## config.mk

```make
export PLATFORM = sky130hd
export DESIGN_NAME = pfd_abl
export DESIGN_NICKNAME = d
export VERILOG_FILES = /design/src/rtl/pfd_pkg.sv /design/src/rtl/pfd_edge.sv /design/src/rtl/pfd_core.sv /design/src/rtl/pfd_lock.sv /design/src/rtl/pfd_abl.sv
export SDC_FILE = /design/constraint.sdc
export NUM_CORES = 1
export LEC_CHECK = 0
export BUFFER_PORTS_ARGS = -buffer_cell sky130_fd_sc_hd__buf_2
export CAP_MARGIN = 20
export CORE_MARGIN = 10
export CORE_UTILIZATION = 29
export DETAILED_ROUTE_END_ITERATION = 10
export PLACE_DENSITY_LB_ADDON = 0.08
export SYNTH_ARGS = -nofsm -noshare
export SYNTH_HDL_FRONTEND = slang
export SYNTH_SLANG_ARGS = --single-unit
```

## constraint.sdc

```tcl
create_clock -name clk_i -period 2.7 [get_ports clk_i]
set_input_delay 0.405 -clock clk_i [delete_from_list [all_inputs] [get_ports clk_i]]
set_output_delay 0.405 -clock clk_i [all_outputs]
set_load 0.005 [all_outputs]
```

## src/rtl/pfd_pkg.sv

```systemverilog
`timescale 1ns/1ps
package pfd_pkg;
  // Overlap length selector; the top code also stops lock gating.
  typedef enum logic [1:0] {
    ABL_SHORT  = 2'd0,
    ABL_MID    = 2'd1,
    ABL_LONG   = 2'd2,
    ABL_NOGATE = 2'd3
  } abl_code_e;

  // Detector state, independent of output polarity.
  typedef struct packed {
    logic lead_ref; // reference side set
    logic lead_vco; // oscillator side set
  } pd_state_t;
endpackage

```

## src/rtl/pfd_edge.sv

```systemverilog
`timescale 1ns/1ps
module pfd_edge (
  input  logic clk_i,
  input  logic rst_ni,
  input  logic sig_i,
  output logic rise_o
);
  logic sig_q;

  always_ff @(posedge clk_i or negedge rst_ni) begin
    if (!rst_ni) sig_q <= 1'b0;
    else         sig_q <= sig_i;
  end

  assign rise_o = sig_i & ~sig_q;
endmodule

```

## src/rtl/pfd_core.sv

```systemverilog
`timescale 1ns/1ps
module pfd_core #(
  parameter int unsigned ABL_CYC0 = 1,
  parameter int unsigned ABL_CYC1 = 4,
  parameter int unsigned ABL_CYC2 = 8,
  parameter int unsigned ABL_CYC3 = 10,
  parameter int unsigned CNT_W    = 4
) (
  input  logic                clk_i,
  input  logic                rst_ni,
  input  logic                standby_i,
  input  logic                ref_rise_i,
  input  logic                vco_rise_i,
  input  pfd_pkg::abl_code_e  abl_code_i,
  output pfd_pkg::pd_state_t  st_o
);
  import pfd_pkg::*;

  pd_state_t        st_q, st_d;
  logic [CNT_W-1:0] ovl_cnt_q;
  logic [CNT_W-1:0] lim;
  logic             both, clr;

  always_comb begin
    unique case (abl_code_i)
      ABL_SHORT: lim = CNT_W'(ABL_CYC0);
      ABL_MID:   lim = CNT_W'(ABL_CYC1);
      ABL_LONG:  lim = CNT_W'(ABL_CYC2);
      default:   lim = CNT_W'(ABL_CYC3);
    endcase
  end

  assign both = st_q.lead_ref & st_q.lead_vco;
  assign clr  = both && (ovl_cnt_q == lim - 1'b1);

  always_comb begin
    if (standby_i) begin
      st_d = '0;
    end else begin
      st_d.lead_ref = (st_q.lead_ref & ~clr) | ref_rise_i;
      st_d.lead_vco = (st_q.lead_vco & ~clr) | vco_rise_i;
    end
  end

  always_ff @(posedge clk_i or negedge rst_ni) begin
    if (!rst_ni) begin
      st_q      <= '0;
      ovl_cnt_q <= '0;
    end else begin
      st_q <= st_d;
      if (standby_i || clr || !both) ovl_cnt_q <= '0;
      else                           ovl_cnt_q <= ovl_cnt_q + 1'b1;
    end
  end

  assign st_o = st_q;

  AST_REF_SETS: assert property (@(posedge clk_i) disable iff (!rst_ni)
    (ref_rise_i && !standby_i) |=> st_q.lead_ref);
  AST_VCO_SETS: assert property (@(posedge clk_i) disable iff (!rst_ni)
    (vco_rise_i && !standby_i) |=> st_q.lead_vco);
  AST_OVL_ENDS: assert property (@(posedge clk_i) disable iff (!rst_ni)
    (clr && !ref_rise_i && !vco_rise_i && !standby_i) |=> (!st_q.lead_ref && !st_q.lead_vco));
  AST_CNT_BOUND: assert property (@(posedge clk_i) disable iff (!rst_ni)
    both |-> (ovl_cnt_q < lim));
  AST_STBY_FLUSH: assert property (@(posedge clk_i) disable iff (!rst_ni)
    standby_i |=> (!st_q.lead_ref && !st_q.lead_vco));
endmodule

```

## src/rtl/pfd_lock.sv

```systemverilog
`timescale 1ns/1ps
module pfd_lock (
  input  pfd_pkg::pd_state_t st_i,
  input  pfd_pkg::abl_code_e abl_code_i,
  input  logic               standby_i,
  output logic               ld_o
);
  import pfd_pkg::*;

  logic one_sided, any_on;

  assign one_sided = st_i.lead_ref ^ st_i.lead_vco;
  assign any_on    = st_i.lead_ref | st_i.lead_vco;

  always_comb begin
    if (standby_i)                    ld_o = 1'b1;
    else if (abl_code_i == ABL_NOGATE) ld_o = ~any_on;
    else                              ld_o = ~one_sided;
  end
endmodule

```

## src/rtl/pfd_abl.sv

```systemverilog
`timescale 1ns/1ps
module pfd_abl #(
  parameter int unsigned ABL_CYC0 = 1,
  parameter int unsigned ABL_CYC1 = 4,
  parameter int unsigned ABL_CYC2 = 8,
  parameter int unsigned ABL_CYC3 = 10,
  parameter int unsigned ICP_W    = 3
) (
  input  logic             clk_i,
  input  logic             rst_ni,
  input  logic             ref_i,
  input  logic             vco_i,
  input  logic             pol_pos_i,
  input  logic [1:0]       abl_code_i,
  input  logic [ICP_W-1:0] icp_code_i,
  input  logic             standby_i,
  output logic             up_en_o,
  output logic             down_en_o,
  output logic             pd_hiz_o,
  output logic [ICP_W-1:0] icp_sel_o,
  output logic             ld_o
);
  import pfd_pkg::*;

  localparam int unsigned MAX01 = (ABL_CYC0 > ABL_CYC1) ? ABL_CYC0 : ABL_CYC1;
  localparam int unsigned MAX23 = (ABL_CYC2 > ABL_CYC3) ? ABL_CYC2 : ABL_CYC3;
  localparam int unsigned MAXC  = (MAX01 > MAX23) ? MAX01 : MAX23;
  localparam int unsigned CNT_W = $clog2(MAXC + 1);
  localparam int unsigned NIN   = 2;

  logic [NIN-1:0] in_vec, rise_vec;
  pd_state_t      st;
  abl_code_e      code;

  assign in_vec = {vco_i, ref_i};
  assign code   = abl_code_e'(abl_code_i);

  for (genvar g = 0; g < NIN; g++) begin : g_edge
    pfd_edge u_edge (
      .clk_i  (clk_i),
      .rst_ni (rst_ni),
      .sig_i  (in_vec[g]),
      .rise_o (rise_vec[g])
    );
  end

  pfd_core #(
    .ABL_CYC0 (ABL_CYC0),
    .ABL_CYC1 (ABL_CYC1),
    .ABL_CYC2 (ABL_CYC2),
    .ABL_CYC3 (ABL_CYC3),
    .CNT_W    (CNT_W)
  ) u_core (
    .clk_i      (clk_i),
    .rst_ni     (rst_ni),
    .standby_i  (standby_i),
    .ref_rise_i (rise_vec[0]),
    .vco_rise_i (rise_vec[1]),
    .abl_code_i (code),
    .st_o       (st)
  );

  pfd_lock u_lock (
    .st_i       (st),
    .abl_code_i (code),
    .standby_i  (standby_i),
    .ld_o       (ld_o)
  );

  assign up_en_o   = ~standby_i & (pol_pos_i ? st.lead_ref : st.lead_vco);
  assign down_en_o = ~standby_i & (pol_pos_i ? st.lead_vco : st.lead_ref);
  assign pd_hiz_o  = ~(up_en_o | down_en_o);
  assign icp_sel_o = icp_code_i;

  AST_STBY_IDLE: assert property (@(posedge clk_i) disable iff (!rst_ni)
    standby_i |-> (ld_o && pd_hiz_o));
  AST_ONE_SIDE_LD: assert property (@(posedge clk_i) disable iff (!rst_ni)
    (code != ABL_NOGATE && (st.lead_ref ^ st.lead_vco) && !standby_i) |-> !ld_o);
endmodule

```

==> out/qor.txt <==
Vias in the first global route -> 344
Global placement routability congestion -> 0.713
Boundary Pins -> 18
Largest net degree at the start of global routing -> 9
Layout cells sized above 1 -> 25.0%
Tmin final -> 1820 ps
Post-synthesis compound-gate area fraction -> 5.06%
Area after DPL -> 583 um2
CP arrival -> 1420 ps
Met3 WL -> 73 um
Worst-skew pair later-pin latency -> 260 ps
Cts hold-fix bufs -> 1
Die X -> 62.3 um
Slew @ Worst Pin -> 413 ps
Hpwl dp -> 748 um
Synth Area per Inst -> 10.8 um2
Max_slew headroom -> 72.2%
Core Rows -> 15
Inst Count DP -> 81
Synthesized cell area -> 519 um2
Longest Clk Path Bufs -> 2
Synth cell types -> 16
Syn. warnings -> 0
Core area -> 0.00171 mm2
Clock transition at path regs -> 60 ps
Post-CTS Resized -> 0
Fin crit share -> 67.5%
Filler cells -> 176
DRT met1 WL -> 549 um
Met2 wire length -> 305 um
Remaining Overflow, GRT -> 0
DR top layer -> met4
Worst path required time -> 2300 ps
NumNets Final -> 80
Most common flop cell mapped by yosys -> dfrtp_1
DIE AREA -> 0.00388 mm2
H-Tree Depth -> 1
CTS tree -> built
Final Hold Viols -> 0
Pleak -> 0.306 nW
Die height -> 62.3 um
Count of pins over their slew limit -> 0
Pwr dens -> 429 mW/mm2
Clock sinks -> 8
Final setup vio count -> 0
# DRC -> 0
Wire per inst -> 11.2 um
HP Class -> input pin to flip-flop
Cts bufs inserted -> 3
ANT nets after route -> 0
Crit-path max FO -> 4
Design Power -> 264 uW
RSZ-0062 raised after global routing -> false
Peak VDD IR -> 0.226 mV
Mapped Nets -> 66
Area grow syn2layout -> 18.6%
Root Buffer -> clkbuf_4
Synth area leaders -> dfrtp_1, ha_1, xor2_1
Synth Area in Simple Gates -> 18.3%
Max Fclk -> 0.549 GHz
Starting Density -> 30.4%
Number of flops mapped to enable cells by yosys -> 0
Ant. Diodes -> 0
Xor/xnor share of the synthesized area -> 10.1%
DRT Pass-1 Iters -> 4
Largest family of logic cells by synthesized area -> simple AND/OR/NAND/NOR gates
Non-filler cells, final -> 85
Total Routing Usage GR -> 5.31%
Final wirelength -> 955 um
Seq cells post-synth -> 8
Post-CTS Repair Setup Buffers -> 0
IO buf count -> 11
Setup TNS -> 0 ps
Worst hold margin -> 269 ps
Total of max-cap violations -> 0
Adder-Cell Fraction of Synth Area -> 16.9%
Most numerous cell in the Yosys netlist -> dfrtp_1
Fraction of registers with async set/reset -> 100%
Critical path type -> flip-flop to primary output
Vias per Instance -> 4.16
Sequential area share after synthesis -> 38.6%
Mux cell area share after synthesis -> 3.86%
Initial antenna violation count -> 0
Outcome -> finished, final reports clean
Crit start category -> flip-flop
Via Count -> 354
Top cell type's share of synthesized area -> 38.6%
Commonest cells in the netlist -> dfrtp_1, ha_1, inv_1, nor2_1, xor2_1
First-pass GRT wire length -> 1660 um
Design area -> 616 um2
Clk_skew -> 1.20 ps
Area leader, netlist -> dfrtp_1
Post-Synthesis Cells -> 48
Starting DRC count in detailed routing -> 13
Crit path capture type -> primary output
==> cell type report <==
class / instances / area, um2 / share of cell area (%)
Multi-Input combinational cell: 33 / 282 / 45.7
Inverter: 4 / 15.0 / 2.44
Timing Repair Buffer: 12 / 65.1 / 10.6
Clock buffer: 3 / 22.5 / 3.66
Sequential cell: 8 / 200 / 32.5
Tap cell: 25 / 31.3 / 5.08
==> power by group <==
group,total [mW],internal [mW],switching [mW]
registers,0.126,0.124,0.00251
clock network,0.0944,0.0511,0.0434
logic,0.0435,0.0207,0.0228
==> layer usage <==
metal	vias to the layer above	GRT usage (%)
met4	0	4.19
met3	3	2.87
met5	-	0
met1	151	6.94
met2	14	6.03
li1	186	-
==> final timing paths <==
path | start | to | cells after the start | slack, ps
setup / recovery | u_core.st_o[0] | ld_o | 5 | 880
hold / removal | ref_i | g_edge[0].u_edge.sig_q | 1 | 270
setup reg to reg | u_core.ovl_cnt_q[0] | u_core.st_o[0] | 3 | 1360
hold reg to reg | u_core.ovl_cnt_q[0] | u_core.ovl_cnt_q[0] | 1 | 530
max in group asynchronous | rst_ni | u_core.ovl_cnt_q[3] | 2 | 2020
min in group asynchronous | rst_ni | g_edge[1].u_edge.sig_q | 2 | 510
==> flip-flops by register name, indices dropped and copies added, names as in the netlist <==
register and cells:
u_core.ovl_cnt_q 4, g_edge.u_edge.sig_q 2, u_core.st_o 2
==> metrics by stage <==
stage,setup slack (ps),util (%)
after global placement,1070,34.1
after floorplan,1270,-
final,878,36.0
after detailed placement,1030,34.1
after global routing,774,36.0
after CTS,862,36.0
==> logic make-up after synthesis <==
family                   after synthesis
AO/OA/AOI/OAI                          3
XOR/XNOR                               6
adder cells (fa/ha/maj)                7
buffers and inverters                  7
flip-flops                             8
multiplexers                           2
AND/OR/NAND/NOR                       15
==> critical path: stages, from the launching register on <==
cell	delay, ps
dfrtp_1	390
inv_1	80
ha_1	280
nor2_1	40
a211o_1	250
buf_2	130
==> placed cells by master, fill, tap and decap left out <==
| cell type | instances |
|---|---|
| buf_2 | 11 |
| dlygate4sd3_1 | 1 |
| ha_1 | 7 |
| xnor2_1 | 2 |
| nand3_1 | 1 |
| nor4_4 | 1 |
| and2_1 | 2 |
| dfrtp_1 | 8 |
| clkbuf_4 | 3 |
| inv_1 | 4 |
| nor3_1 | 3 |
| xor2_1 | 4 |
| nor2_1 | 4 |
| a311oi_1 | 2 |
| nand2b_1 | 3 |
| a211o_1 | 1 |
| mux2i_1 | 2 |
| nor3b_1 | 1 |
Note: power is estimated with default switching activity, not from simulation.
